===== config.mk =====
export PLATFORM = sky130hd
export DESIGN_NAME = memstall_seq
export DESIGN_NICKNAME = d
export VERILOG_FILES = /design/src/rtl/memstall_pkg.sv /design/src/rtl/memstall_cfg_reg.sv /design/src/rtl/memstall_cost.sv /design/src/rtl/memstall_fsm.sv /design/src/rtl/memstall_seq.sv
export SDC_FILE = /design/constraint.sdc
export NUM_CORES = 1
export LEC_CHECK = 0
export ABC_AREA = 1
export ABC_CLOCK_PERIOD_IN_PS = 2150
export BUFFER_PORTS_ARGS = -buffer_cell sky130_fd_sc_hd__buf_2
export CAP_MARGIN = 25
export CORE_MARGIN = 2
export CORE_UTILIZATION = 37
export DETAILED_ROUTE_END_ITERATION = 6
export PLACE_DENSITY = 0.66
export SKIP_LAST_GASP = 1
export SLEW_MARGIN = 15
export SYNTH_ARGS = -nofsm -noshare
export SYNTH_HDL_FRONTEND = slang
export SYNTH_SLANG_ARGS = --single-unit

===== constraint.sdc =====
create_clock -name clk -period 2.15 [get_ports clk]
set_input_delay 0.43 -clock clk [delete_from_list [all_inputs] [get_ports clk]]
set_output_delay 0.43 -clock clk [all_outputs]
set_load 0.01 [all_outputs]

===== src/rtl/memstall_pkg.sv =====
package memstall_pkg;
    localparam int NUM_SPACES = 4;

    typedef enum logic [2:0] {
        ACC_X  = 3'd0,
        ACC_Y  = 3'd1,
        ACC_P  = 3'd2,
        ACC_IO = 3'd3,
        ACC_XY = 3'd4
    } acc_e;

    typedef enum logic [1:0] {
        ST_IDLE  = 2'd0,
        ST_STALL = 2'd1,
        ST_DONE  = 2'd2
    } st_e;
endpackage


===== src/rtl/memstall_cfg_reg.sv =====
module memstall_cfg_reg #(
    parameter int FIELD_W = 4,
    parameter int NUM_FIELDS = 4,
    localparam int REG_W = FIELD_W * NUM_FIELDS
) (
    input  logic             clk,
    input  logic             rst_n,
    input  logic             we,
    input  logic [REG_W-1:0] wdata,
    output logic [REG_W-1:0] q
);
    // Reset to the slowest timing so off-chip devices work before setup.
    always_ff @(posedge clk) begin
        if (!rst_n) begin
            q <= '1;
        end else if (we) begin
            q <= wdata;
        end
    end
endmodule


===== src/rtl/memstall_cost.sv =====
module memstall_cost
    import memstall_pkg::*;
#(
    parameter int FIELD_W = 4,
    parameter int CNT_W = 6,
    localparam int REG_W = FIELD_W * NUM_SPACES
) (
    input  logic [REG_W-1:0] cfg,
    input  logic [2:0]       acc_type,
    input  logic             x_ext,
    input  logic             y_ext,
    input  logic             p_ext,
    input  logic             io_ext,
    output logic [CNT_W-1:0] cost
);
    logic [CNT_W-1:0] fld [NUM_SPACES];

    // Slice and zero-extend each wait-state field.
    for (genvar g = 0; g < NUM_SPACES; g++) begin : g_fld
        assign fld[g] = {{(CNT_W-FIELD_W){1'b0}}, cfg[g*FIELD_W +: FIELD_W]};
    end

    localparam logic [CNT_W-1:0] SERIAL_EXTRA = CNT_W'(2);

    always_comb begin
        cost = '0;
        unique case (acc_type)
            ACC_X:   cost = x_ext  ? fld[0] : '0;
            ACC_Y:   cost = y_ext  ? fld[1] : '0;
            ACC_P:   cost = p_ext  ? fld[2] : '0;
            ACC_IO:  cost = io_ext ? fld[3] : '0;
            ACC_XY: begin
                unique case ({x_ext, y_ext})
                    2'b11:   cost = SERIAL_EXTRA + fld[0] + fld[1];
                    2'b10:   cost = fld[0];
                    2'b01:   cost = fld[1];
                    default: cost = '0;
                endcase
            end
            default: cost = '0;
        endcase
    end
endmodule


===== src/rtl/memstall_fsm.sv =====
module memstall_fsm
    import memstall_pkg::*;
#(
    parameter int CNT_W = 6
) (
    input  logic             clk,
    input  logic             rst_n,
    input  logic             req,
    input  logic [CNT_W-1:0] cost,
    output logic             stall,
    output logic             done
);
    localparam logic [CNT_W-1:0] ONE = CNT_W'(1);

    st_e              state_q, state_d;
    logic [CNT_W-1:0] cnt_q, cnt_d;

    // Next state and counter.
    always_comb begin
        state_d = state_q;
        cnt_d   = cnt_q;
        unique case (state_q)
            ST_IDLE: begin
                if (req) begin
                    if (cost == '0) begin
                        state_d = ST_DONE;
                    end else begin
                        state_d = ST_STALL;
                        cnt_d   = cost;
                    end
                end
            end
            ST_STALL: begin
                if (cnt_q == ONE) begin
                    state_d = ST_DONE;
                    cnt_d   = '0;
                end else begin
                    cnt_d = cnt_q - ONE;
                end
            end
            ST_DONE: state_d = ST_IDLE;
            default: begin
                state_d = ST_IDLE;
                cnt_d   = '0;
            end
        endcase
    end

    // State register.
    always_ff @(posedge clk) begin
        if (!rst_n) begin
            state_q <= ST_IDLE;
            cnt_q   <= '0;
        end else begin
            state_q <= state_d;
            cnt_q   <= cnt_d;
        end
    end

    // Outputs decoded from the state alone.
    always_comb begin
        stall = 1'b0;
        done  = 1'b0;
        unique case (state_q)
            ST_STALL: stall = 1'b1;
            ST_DONE:  done  = 1'b1;
            default: begin
                stall = 1'b0;
                done  = 1'b0;
            end
        endcase
    end
endmodule


===== src/rtl/memstall_seq.sv =====
module memstall_seq
    import memstall_pkg::*;
#(
    parameter int FIELD_W = 4
) (
    input  logic                          clk,
    input  logic                          rst_n,
    input  logic                          cfg_we,
    input  logic [FIELD_W*NUM_SPACES-1:0] cfg_wdata,
    input  logic                          req,
    input  logic [2:0]                    acc_type,
    input  logic                          x_ext,
    input  logic                          y_ext,
    input  logic                          p_ext,
    input  logic                          io_ext,
    output logic                          stall,
    output logic                          done
);
    localparam int REG_W   = FIELD_W * NUM_SPACES;
    localparam int MAX_CST = 2 * ((1 << FIELD_W) - 1) + 2;
    localparam int CNT_W   = $clog2(MAX_CST + 1);

    logic [REG_W-1:0] cfg_q;
    logic [CNT_W-1:0] cost_w;

    memstall_cfg_reg #(.FIELD_W(FIELD_W), .NUM_FIELDS(NUM_SPACES)) u_cfg (
        .clk   (clk),
        .rst_n (rst_n),
        .we    (cfg_we),
        .wdata (cfg_wdata),
        .q     (cfg_q)
    );

    memstall_cost #(.FIELD_W(FIELD_W), .CNT_W(CNT_W)) u_cost (
        .cfg      (cfg_q),
        .acc_type (acc_type),
        .x_ext    (x_ext),
        .y_ext    (y_ext),
        .p_ext    (p_ext),
        .io_ext   (io_ext),
        .cost     (cost_w)
    );

    memstall_fsm #(.CNT_W(CNT_W)) u_fsm (
        .clk   (clk),
        .rst_n (rst_n),
        .req   (req),
        .cost  (cost_w),
        .stall (stall),
        .done  (done)
    );
endmodule


==> results of run 1 <==
critical path, delay by kind of cell, from the launching register on:
| family | cells | cell delay [ns] |
|---|---|---|
| XOR/XNOR | 1 | 0.14 |
| AND/OR/NAND/NOR | 9 | 0.87 |
| AO/OA/AOI/OAI | 1 | 0.18 |
| flip-flops | 1 | 0.35 |
| adder cells (fa/ha/maj) | 2 | 0.50 |
stage by stage:
stage,cells,TNS [ns]
after floorplan,265,0
after global placement,342,0
after detailed placement,342,0
after CTS,346,0
after global routing,349,-0.828
final,349,-0.0259
power groups by stage:
stage	clock [mW]	combinational (mW)	sequential [mW]
floorplan	0	0.384	0.540
global route	0.421	0.618	0.552
global placement	0	0.499	0.551
detailed placement	0	0.498	0.551
finish	0.399	0.545	0.543
CTS	0.411	0.501	0.540
registers in the layout, indices dropped and copies added (netlist names):
register,flops
u_cfg.q,16
u_fsm.cnt_q,6
u_fsm.state_q,2
layout make-up:
type                    count  area share, %
clock buffers               3           2.05
multi-input cells         203           53.8
flip-flops and latches     24           24.1
well taps                  52           3.23
clock inverters             1           1.49
repair buffers             35           9.57
inverters                  31           5.78
how the worst max path moves through the flow:
stage,endpoint,slack (ns),cells after the start
6_report,u_fsm.cnt_q[0]$_SDFFE_PN0P_,-0.01,13
5_1_grt,u_fsm.cnt_q[0]$_SDFFE_PN0P_,-0.18,12
4_1_cts,u_fsm.cnt_q[5]$_SDFFE_PN0P_,0.002,12
3_5_place_dp,u_fsm.cnt_q[5]$_SDFFE_PN0P_,0.01,12
3_3_place_gp,u_fsm.cnt_q[5]$_SDFFE_PN0P_,0.07,14
2_1_floorplan,u_fsm.cnt_q[0]$_SDFFE_PN0P_,0.11,13
cell usage in the layout (no fill, tap or decap):
cell | Yosys | layout
ha_4 | 0 | 1
xor2_1 | 3 | 3
o22ai_1 | 1 | 1
inv_1 | 28 | 27
inv_2 | 3 | 4
nand2_2 | 1 | 4
nand2_1 | 80 | 77
o211ai_1 | 3 | 3
a21boi_0 | 1 | 1
nand3b_1 | 4 | 4
o21ai_1 | 2 | 2
nor2_4 | 2 | 3
dfxtp_1 | 24 | 20
nand2_4 | 2 | 2
buf_2 | 0 | 28
nand4_1 | 4 | 4
or2_0 | 1 | 1
a21oi_4 | 0 | 1
dfxtp_2 | 0 | 4
xnor2_1 | 1 | 1
nand3_1 | 38 | 37
ha_1 | 7 | 6
bufinv_16 | 0 | 1
nor2_1 | 31 | 31
fa_2 | 0 | 1
o21ai_0 | 5 | 5
nand3_2 | 1 | 2
nor3_1 | 4 | 4
a21oi_1 | 8 | 7
nand4_4 | 1 | 1
a21oi_2 | 1 | 1
clkbuf_8 | 0 | 3
buf_4 | 1 | 7
layer usage:
| layer | part of all wire [%] | vias to the layer above | routed length [um] | track usage [%] |
|---|---|---|---|---|
| met5 | 0 | - | 0 | 0 |
| met4 | 1.7 | 0 | 72 | 7.55 |
| met3 | 5.8 | 5 | 238 | 1.83 |
| met2 | 45 | 51 | 1860 | 24.9 |
| met1 | 47 | 773 | 1950 | 23.8 |
| li1 | - | 915 | - | - |
kinds of logic (layout without fill, tap and decap cells):
logic type / Yosys count / after routing / share of synthesized area, %
compound gates: 21 / 21 / 7.18
xor+xnor: 4 / 4 / 2.09
fa+ha+maj: 8 / 8 / 6.43
buf+inv: 38 / 70 / 9.19
flops: 24 / 24 / 28.7
simple gates: 170 / 170 / 46.4
repair_timing:
action / in CTS / in global routing
setup buffers: 0 / 3
gates cloned: 0 / 0
gates resized for setup: 1 / 14
pin swaps: 1 / 6
endpoints found under the setup margin: 3 / 8
==> summary.md, run 1 <==
| Metric | Value |
|---|---|
| Setup crit end kind | register |
| Fill cell total of the finished layout | about 440 |
| Total track usage | between 10% and 20% |
| Yosys top cell area share | 28.7% |
| Slowest library cell on the worst path | dfxtp_2 |
| Pin count of the biggest net entering global routing | 25 |
| Initial standard-cell utilization of the core | between 30% and 40% |
| Rows | 24 |
| CTS H-tree depth | 1 |
| Warning count from the yosys run | 0 |
| Worst-Skew Late Latency | roughly 0.27 ns |
| DRC errors left | 0 |
| Launch instance of the worst min-delay path | cfg_wdata[6] |
| Clock transition at the register clock pins on the worst setup and hold paths after CTS | 0.09 ns |
| Number of diodes added for antenna fixing | 0 |
| Outcome | finished with violations |
| Layout-stage area growth over the synthesis result | 20.3% |
| Total count of hold-check failures in the final report | 0 |
| Hold endpoint | u_cfg.q[6]$_SDFFE_PN1P_ |
| Cell count after synthesis | between 200 and 300 |
| Type of the most critical hold path | in2reg |
| First-iteration detailed-routing DRC count | 111 |
| Unrepaired setup endpoints after global routing | yes |
| Clock net sink count | 24 |
| Remaining global-route overflow | 0 |
| Area leader, netlist | dfxtp_1 |
| Relative contribution of the clock network to total power | ~27% |
| Finished Core Util | 46.3% |
| Share of synthesized area occupied by flip-flops and latches | approximately 29% |
| Die Wd | 71.3 um |
| Final design area excluding fillers | a little over 0.002 sq mm |
| Crit Path Class | reg2reg |
| Origin of the critical flop-to-flop path | u_cfg.q[2]$_SDFFE_PN1P_ |
| Relative contribution of sequential cells to total power | approximately 37% |
| Startpoint kind of the worst setup timing path | register |
| Detailed-router iteration count before antenna repair | 4 |
| CP arrival | roughly 2.3 ns |
| Most common cell in the synthesized netlist | nand2_1 |
| Antenna violations before repair | 0 |
| Die Ht | just over 70 um |
| Min cycle time layout | 2.16 ns |
| Switching component of the power | 0.521 mW |
| Leakage | roughly 1.1 nW |
| Hold Crit Depth | 3 |
| Number of flops mapped to enable cells by yosys | 0 |
| Maximum achievable frequency | roughly 0.46 GHz |
| DP Worst Slack | 0.0140 ns |
| Footprint of the multi-input gates | 0.00108 sq mm |
| Internal Power | 0.966 mW |
| Fin worst setup slack | -0.0124 ns |
| Destination of the worst register-to-register timing path | u_fsm.cnt_q[0]$_SDFFE_PN0P_ |
| Total Die Area | 0.00508 sq mm |
| Final Hold Slack | 0.357 ns |
| PortBufs | 28 |
| Post-synthesis average cell area | 6.32 sq um |
| Final period util | 101% |
| Placed standard-cell area | roughly 0.0019 sq mm |
| Fraction of power spent switching nets | between 30% and 40% |
| Worst endpoint required time | ~2.3 ns |
| Number of cells on the worst reg-to-reg path | 13 |
| Net count of the finished layout | between 300 and 400 |
| Comb pwr share | between 30% and 40% |
| HPWL Detailed | between 3 and 4 mm |
| Violated checks | setup timing |
| Clk buf depth | 2 |
| Routed WL per cell | 11.8 um |
| Setup Viol. Count Final | 3 |
| Top cell types by occurrence after synthesis | 80 x nand2_1, 38 x nand3_1, 31 x nor2_1, 28 x inv_1, 24 x dfxtp_1 |
| Launch point of the critical path | u_cfg.q[2]$_SDFFE_PN1P_ |
| Transition time of the tightest slew-check pin | 0.613 ns |
| Final clock skew | around 0.0033 ns |
| Mapped cell area | between 0.0015 and 0.002 sq mm |
| Post-synthesis net count | 300 |
| Cell mode on critical path | nand2_1 |
| Unique masters post-synth | 30 |
| Clk root buf | clkbuf_8 |
| Final wirelength | about 4.1 mm |
| Vias in the first global route | between 1500 and 2000 |
| Maximum net fanout on the critical path | 7 |
| Placer Congestion | just under 0.9 |
| Stage delay of the slowest cell on the critical path | 0.35 ns |
| Layout cell share with drive strength beyond 1 | approximately a fifth |
| Total power consumption of the routed design | 1.49 mW |
| Core ar. | roughly 0.0044 sq mm |
| Detail-routed via count per cell | about 5 |
| Worst-path cell chain | ha_4 > xor2_1 > ha_1 > a21oi_2 > nand3_1 > nand3b_1 > nand2_1 > nor2_4 > nand4_4 > nand2_4 > nand2_2 > nand2_1 > nor2_1 |
| Cts bufs inserted | 3 |
| Power Density | approximately 740 mW/mm^2 |
| Antenna Nets Post-Route | 0 |
| Hold-fix buffers, CTS | 0 |
| Combined flip-flop and latch cell area | 485 sq um |
| Max-cap viol count | 0 |
| Number of vias after detailed routing | ~1700 |
| Flip-flop and latch count after synthesis | 24 |
| Register-to-register path setup slack | -0.01 ns |
| Most frequently used flop master after synthesis | dfxtp_1 |
| Global-route wire length before repair | about 6.8 mm |
| Peak ir drop on the vdd network | ~0.00037 V |
| Largest cells by area after synthesis | dfxtp_1 29%, nand2_1 18%, nand3_1 11%, nor2_1 7.0%, inv_1 6.3% |
| Slew margin rel. | around three fifths |
| Max-slew violation total from the final report | 0 |
| Number of top-level design ports | 29 |
| Share of synthesized flip-flops with an asynchronous set or reset | 0% |
| Clock tree from TritonCTS | built |
Note: power is estimated with default switching activity, not from simulation.
==> inputs of run 2 (changes only) <==
- SKIP_LAST_GASP: 1 -> default
==> run 2 against run 1 <==
  * The flow still finishes with violations (setup timing)
  * Die area unchanged
  * Sequential cell count stayed put
  * Power shrank 0.13%
  * Non-clock buffer count stayed put
  * Cell area increased by 0.12%
  * Clock power hardly changed
  * Largest cell class unchanged
  * Highest routed layer unchanged
==> summary.md, run 2 (synthesized netlist as in run 1, its figures left out) <==
| Metric | Value |
|---|---|
| Max Used Layer | met4 |
| Cts bufs inserted | 3 (unchanged) |
| Global-route wire length before repair | 6.79 mm (unchanged) |
| Final wirelength | 4.10 mm (-0.53%) |
| Max-slew violation total from the final report | 0 (unchanged) |
| Kind of cell adding the most delay to the critical path | simple AND/OR/NAND/NOR gates |
| Core ar. | 0.00435 sq mm (unchanged) |
| Worst-path cell chain | ha_4 > xor2_1 > ha_1 > a21oi_2 > nand3_1 > nand3b_1 > nand2_2 > nor2_4 > nand4_4 > nand2_4 > nand2_2 > nand2_1 > nor2_1 |
| Die Wd | 71.3 um (unchanged) |
| Detailed-router iteration count before antenna repair | 4 (unchanged) |
| Die Ht | 71.3 um (unchanged) |
| Total count of hold-check failures in the final report | 0 (unchanged) |
| Routed WL per cell | 11.7 um (-0.53%) |
| First-iteration detailed-routing DRC count | 116 (+4.5%) |
| Total track usage | 16.5% (unchanged) |
| Antenna Nets Post-Route | 0 (unchanged) |
| Leakage | 1.06 nW (about the same) |
| CTS H-tree depth | 1 (unchanged) |
| Net count of the finished layout | 333 (unchanged) |
| Initial standard-cell utilization of the core | 38.4% (unchanged) |
| Number of buffers and inverters on the critical path | 0 (unchanged) |
| Placer Congestion | 0.876 (unchanged) |
| Final design area excluding fillers | 0.00202 sq mm (+0.12%) |
| Antenna violations before repair | 0 (unchanged) |
| Clock tree from TritonCTS | built |
| Fin worst setup slack | -0.0000868 ns (+0.0123 ns) |
| Min cycle time layout | 2.15 ns (-0.0123 ns) |
| Register-to-register path setup slack | -0.00009 ns (about the same) |
| Finished Core Util | 46.3% (+0.057 points) |
| Met1 layer wirelength in the final routing | 1.87 mm (-4.3%) |
| Layout-stage area growth over the synthesis result | 20.5% |
| Max-cap viol count | 0 (unchanged) |
| Fill cell total of the finished layout | 434 (-0.46%) |
| Pin count of the biggest net entering global routing | 25 (unchanged) |
| Outcome | finished with violations |
| Slowest library cell on the worst path | dfxtp_2 |
| Rows | 24 (unchanged) |
| Remaining global-route overflow | 0 (unchanged) |
| PortBufs | 28 (unchanged) |
| Setup Viol. Count Final | 1 (-2) |
| Setup crit end kind | register |
| Unrepaired setup endpoints after global routing | yes |
| Total Die Area | 0.00508 sq mm (unchanged) |
| Number of top-level design ports | 29 (unchanged) |
| Placed standard-cell area | 0.00187 sq mm (unchanged) |
| Total power consumption of the routed design | 1.49 mW (-0.13%) |
| Final sum of negative setup slack | -0.0000868 ns (+0.0258 ns) |
| Number of vias after detailed routing | 1746 (+0.11%) |
| Cell mode on critical path | nand2_2 |
| Highest-count cells in the layout ignoring fill and taps | 76 x nand2_1, 37 x nand3_1, 31 x nor2_1 |
| Type of the most critical hold path | in2reg |
| Met2 Wirelength | 1.86 mm (about the same) |
| Slew margin rel. | 59.5% (+0.64 points) |
| Clock net sink count | 24 (unchanged) |
| Peak ir drop on the vdd network | 0.000365 V (-0.29%) |
| Number of diodes added for antenna fixing | 0 (unchanged) |
| Worst endpoint required time | 2.32 ns (about the same) |
| Crit Path Class | reg2reg |
| Clk root buf | clkbuf_8 |
| Largest registers | u_cfg.q x16, u_fsm.cnt_q x6, u_fsm.state_q x2 |
| Hold-fix buffers, CTS | 0 (unchanged) |
| Flip-flop count of the largest register after layout | 16 (unchanged) |
| Commonest non-fill, non-tap cell in the layout | nand2_1 |
| Stage delay of the slowest cell on the critical path | 0.35 ns (about the same) |
| Most flop-heavy register | u_cfg.q |
| Clk buf depth | 2 (unchanged) |
| Vias in the first global route | 1544 (unchanged) |
| Final period util | 100% (-0.57 points) |
| Startpoint kind of the worst setup timing path | register |
| HPWL Detailed | 3.09 mm (unchanged) |
| Worst-Skew Late Latency | 0.27 ns (about the same) |
| Met3 routed WL | 301 um (+26%) |
| Final clock skew | 0.00279 ns (-0.000506 ns) |
| DP Worst Slack | 0.0140 ns (unchanged) |
| Violated checks | setup timing |
| Detail-routed via count per cell | 5.00 (+0.11%) |
| CP arrival | 2.32 ns (-0.02 ns) |
| Maximum achievable frequency | 0.465 GHz (+0.57%) |
| Power Density | 736 mW/mm^2 (-0.25%) |
| Maximum net fanout on the critical path | 7 (unchanged) |
| Transition time of the tightest slew-check pin | 0.604 ns (-0.00948 ns) |
| Layout cell share with drive strength beyond 1 | 21.5% (+0.34 points) |
| Clock transition at the register clock pins on the worst setup and hold paths after CTS | 0.08 ns (about the same) |
| DRC errors left | 0 (unchanged) |
## run 2: cell counts in the layout (fill, tap and decap cells not counted)
Identical to the previous run, type by type.
## run 2: final cells by class
type	count	area, sq um	area share, %
Clock inverter	1	30.0	1.49
Sequential cell	24	485	24.1
Timing Repair Buffer	35	193	9.55
Inverter	31	116	5.77
Multi-Input combinational cell	203	1090	53.8
Tap cell	52	65.1	3.23
Clock buffer	3	41.3	2.05
## run 2: power by group
| part | leakage [nW] | internal (mW) | switching [mW] | total, mW |
|---|---|---|---|---|
| Sequential | 0.199 | 0.498 | 0.0446 | 0.543 |
| Clock | 0.0357 | 0.249 | 0.148 | 0.398 |
| Combinational | 0.824 | 0.219 | 0.326 | 0.544 |
| Total | 1.06 | 0.966 | 0.519 | 1.49 |
## run 2: final timing paths
path	cells past startpoint	to	startpoint
hold reg to reg	2	u_cfg.q[14]$_SDFFE_PN1P_	u_cfg.q[14]$_SDFFE_PN1P_
setup reg to reg	13	u_fsm.cnt_q[0]$_SDFFE_PN0P_	u_cfg.q[2]$_SDFFE_PN1P_
setup / recovery	13	u_fsm.cnt_q[0]$_SDFFE_PN0P_	u_cfg.q[2]$_SDFFE_PN1P_
hold / removal	3	u_cfg.q[6]$_SDFFE_PN1P_	cfg_wdata[6]
## run 2: worst reg2reg max path, cell delays in order, from the launching register on
cell	delay, ns
dfxtp_2	0.35
ha_4	0.15
xor2_1	0.14
ha_1	0.35
a21oi_2	0.18
nand3_1	0.10
nand3b_1	0.13
nand2_2	0.08
nor2_4	0.14
nand4_4	0.14
nand2_4	0.15
nand2_2	0.05
nand2_1	0.05
nor2_1	0.04
## run 2: what timing repair did
action                                  4_1_cts  5_1_grt
resized for setup                             1       15
buffers inserted                              0        3
endpoints found under the setup margin        3        8
pin swaps                                     1        7
## run 2: routing by layer
metal	up-vias	track usage, %
li1	916	-
met1	763	23.8
met2	62	24.9
met3	5	1.83
met4	0	7.55
met5	-	0
## run 2: per-stage QoR
stage / hold WS (ns) / instances
finish: 0.359 / 349
CTS: 0.356 / 346
floorplan: 0.429 / 265
detailed placement: 0.444 / 342
global placement: 0.443 / 342
global route: 0.369 / 349
==> inputs of run 3 (changes only) <==
- SETUP_SLACK_MARGIN: default -> 0.4
==> run 3 against run 2 <==
  * The flow now finishes without violations
  * Sequential power barely moved
  * Power fell by 7.6%
  * Wire length fell by 8.0%
  * Non-clock buffer count fell by 3
  * Sequential cell count did not move
  * First-iteration DRC count fell by 40%
  * Utilization fell by 0.55 points
  * Critical path type unchanged
  * Critical endpoint unchanged
  * Largest power group is now sequential cells
==> summary.md, run 3 (synthesized netlist as in run 1, its figures left out) <==
| Metric | Value |
|---|---|
| DP Worst Slack | 0.0450 ns (+0.0311 ns) |
| Kind of cell adding the most delay to the critical path | simple AND/OR/NAND/NOR gates |
| Fin worst setup slack | 0.0457 ns (+0.0458 ns) |
| Vias in the first global route | 1604 (+3.9%) |
| Rows | 24 (unchanged) |
| Number of vias after detailed routing | 1680 (-3.8%) |
| Clock tree from TritonCTS | built |
| Most Crowded Layer GR | met2 |
| Total Die Area | 0.00508 sq mm (unchanged) |
| Global-route wire length before repair | 6.64 mm (-2.1%) |
| Number of cells on the worst reg-to-reg path | 12 (-1) |
| Leakage | 1.04 nW (-1.3%) |
| Register-to-register path setup slack | 0.05 ns (+0.05 ns) |
| Worst endpoint required time | 2.32 ns (about the same) |
| Hold-fix buffers, CTS | 0 (unchanged) |
| Slew margin rel. | 63.1% (+3.6 points) |
| Commonest non-fill, non-tap cell in the layout | nand2_1 |
| Worst-path cell chain | ha_4 > xor2_1 > ha_1 > inv_1 > nand2_1 > nand3_1 > a21oi_2 > nand4_4 > nand2_4 > nand2_1 > nand2_1 > nor2_1 |
| Min cycle time layout | 2.10 ns (-0.0458 ns) |
| Layout cell share with drive strength beyond 1 | 20.1% (-1.5 points) |
| Pin count of the biggest net entering global routing | 25 (unchanged) |
| First-iteration detailed-routing DRC count | 70 (-40%) |
| Destination of the worst register-to-register timing path | u_fsm.cnt_q[0]$_SDFFE_PN0P_ |
| Clock transition at the register clock pins on the worst setup and hold paths after CTS | 0.09 ns (about the same) |
| Flip-flop count of the largest register after layout | 16 (unchanged) |
| Startpoint kind of the worst setup timing path | register |
| Final wirelength | 3.77 mm (-8.0%) |
| Fraction of power spent switching nets | 36.4% (+1.5 points) |
| Global-route track usage on met1 | 19.6% (-4.1 points) |
| Total track usage | 16.0% (-0.51 points) |
| Unrepaired setup endpoints after global routing | yes |
| Final sum of negative setup slack | 0 ns (+0.0000868 ns) |
| Max-cap viol count | 0 (unchanged) |
| Placed standard-cell area | 0.00187 sq mm (+0.13%) |
| Power Density | 688 mW/mm^2 (-6.5%) |
| CTS H-tree depth | 1 (unchanged) |
| Largest registers | u_cfg.q x16, u_fsm.cnt_q x6, u_fsm.state_q x2 |
| Origin of the critical flop-to-flop path | u_cfg.q[1]$_SDFFE_PN1P_ |
| Maximum achievable frequency | 0.475 GHz (+2.2%) |
| Clock net sink count | 24 (unchanged) |
| Outcome | complete, no violations |
| PortBufs | 28 (unchanged) |
| Total count of hold-check failures in the final report | 0 (unchanged) |
| Global-route met3 utilization | 1.27% (-0.56 points) |
| Number of buffers and inverters on the critical path | 1 (+1) |
| Setup Viol. Count Final | 0 (-1) |
| Net count of the finished layout | 330 (-0.90%) |
| Detail-routed via count per cell | 4.86 (-2.9%) |
| Routed WL per cell | 10.9 um (-7.2%) |
| Detailed-router iteration count before antenna repair | 4 (unchanged) |
| Clk buf depth | 2 (unchanged) |
| Antenna violations before repair | 0 (unchanged) |
| Cts bufs inserted | 3 (unchanged) |
| Transition time of the tightest slew-check pin | 0.550 ns (-0.0536 ns) |
| Internal Power | 0.872 mW (-9.8%) |
| Initial standard-cell utilization of the core | 38.4% (unchanged) |
| Comb pwr share | 37.6% (+0.9 points) |
| Cell mode on critical path | nand2_1 |
| Die Ht | 71.3 um (unchanged) |
| Finished Core Util | 45.8% (-0.55 points) |
| Core ar. | 0.00435 sq mm (unchanged) |
| Switching component of the power | 0.500 mW (-3.7%) |
| Antenna Nets Post-Route | 0 (unchanged) |
| Die Wd | 71.3 um (unchanged) |
| Layout-stage area growth over the synthesis result | 19.1% |
| GR Layer Usage met2 | 29.5% (+4.6 points) |
| Number of top-level design ports | 29 (unchanged) |
| Relative contribution of sequential cells to total power | 39.7% (+3.1 points) |
| Maximum net fanout on the critical path | 7 (unchanged) |
| Hold Crit Depth | 3 (unchanged) |
| Placer Congestion | 0.878 (+0.22%) |
| Slowest library cell on the worst path | dfxtp_4 |
| Final design area excluding fillers | 0.00199 sq mm (-1.2%) |
| Relative contribution of the clock network to total power | 22.7% (-4.1 points) |
| Setup crit end kind | register |
| DRC errors left | 0 (unchanged) |
| Last element of the critical path | u_fsm.cnt_q[0]$_SDFFE_PN0P_ |
| Launch point of the critical path | u_cfg.q[1]$_SDFFE_PN1P_ |
| Worst-Skew Late Latency | 0.27 ns (about the same) |
| CP arrival | 2.27 ns (-0.05 ns) |
| Final clock skew | 0.00148 ns (-0.00131 ns) |
| Peak ir drop on the vdd network | 0.000282 V (-23%) |
| Max-slew violation total from the final report | 0 (unchanged) |
| Final period util | 97.9% (-2.1 points) |
| Crit Path Class | reg2reg |
| Number of stages on the worst setup path | 12 (-1) |
| Clk root buf | clkbuf_8 |
| Remaining global-route overflow | 0 (unchanged) |
| HPWL Detailed | 2.92 mm (-5.5%) |
| Number of diodes added for antenna fixing | 0 (unchanged) |
| Type of the most critical hold path | in2reg |
| Stage delay of the slowest cell on the critical path | 0.37 ns (+0.02 ns) |
| Highest-count cells in the layout ignoring fill and taps | 79 x nand2_1, 37 x nand3_1, 31 x nor2_1 |
| Most flop-heavy register | u_cfg.q |
-- run 3: per-layer routing --
layer | vias up | routed length (um)
li1 | 909 | -
met1 | 737 | 1830
met2 | 30 | 1810
met3 | 4 | 91
met4 | 0 | 42
met5 | - | 0
-- run 3: layout make-up --
type	instances	area, sq um
clock buffer	4	55.1
fill	453	2360
inverter	31	116
multi-input combinational	203	1090
sequential	24	488
tap	52	65.1
timing repair buffer	32	183
-- run 3: worst min path at each step --
stage | to | from | slack, ns
global route | u_cfg.q[15]$_SDFFE_PN1P_ | cfg_wdata[15] | 0.37
global placement | u_cfg.q[10]$_SDFFE_PN1P_ | u_cfg.q[10]$_SDFFE_PN1P_ | 0.44
finish | u_cfg.q[13]$_SDFFE_PN1P_ | cfg_wdata[13] | 0.37
floorplan | u_cfg.q[10]$_SDFFE_PN1P_ | u_cfg.q[10]$_SDFFE_PN1P_ | 0.43
CTS | u_cfg.q[6]$_SDFFE_PN1P_ | cfg_wdata[6] | 0.36
detailed placement | u_cfg.q[10]$_SDFFE_PN1P_ | u_cfg.q[10]$_SDFFE_PN1P_ | 0.44
-- run 3: worst reg2reg max path: cells and delay by family (launching register included) --
family	cells	cell delay, ns
fa+ha+maj	2	0.52
flops	1	0.37
compound gates	1	0.28
simple gates	7	0.64
buf+inv	1	0.06
xor+xnor	1	0.13
-- run 3: stage by stage --
| stage | hold WS, ns | cells | total power [mW] |
|---|---|---|---|
| 2_1_floorplan | 0.429 | 265 | 0.938 |
| 3_3_place_gp | 0.438 | 338 | 1.05 |
| 3_5_place_dp | 0.444 | 338 | 1.05 |
| 4_1_cts | 0.363 | 345 | 1.38 |
| 5_1_grt | 0.375 | 346 | 1.48 |
| 6_report | 0.365 | 346 | 1.37 |
-- run 3: repair_timing --
action,4_1_cts,5_1_grt
buffers inserted,3,1
setup endpoints to repair,8,8
pin swaps,0,3
resized for setup,7,1
cloned,0,0
-- run 3: power groups by stage --
stage / logic, mW / registers (mW) / clock network, mW
2_1_floorplan: 0.396 / 0.542 / 0
3_5_place_dp: 0.496 / 0.555 / 0
5_1_grt: 0.592 / 0.555 / 0.337
6_report: 0.516 / 0.544 / 0.312
4_1_cts: 0.515 / 0.545 / 0.322
3_3_place_gp: 0.496 / 0.554 / 0
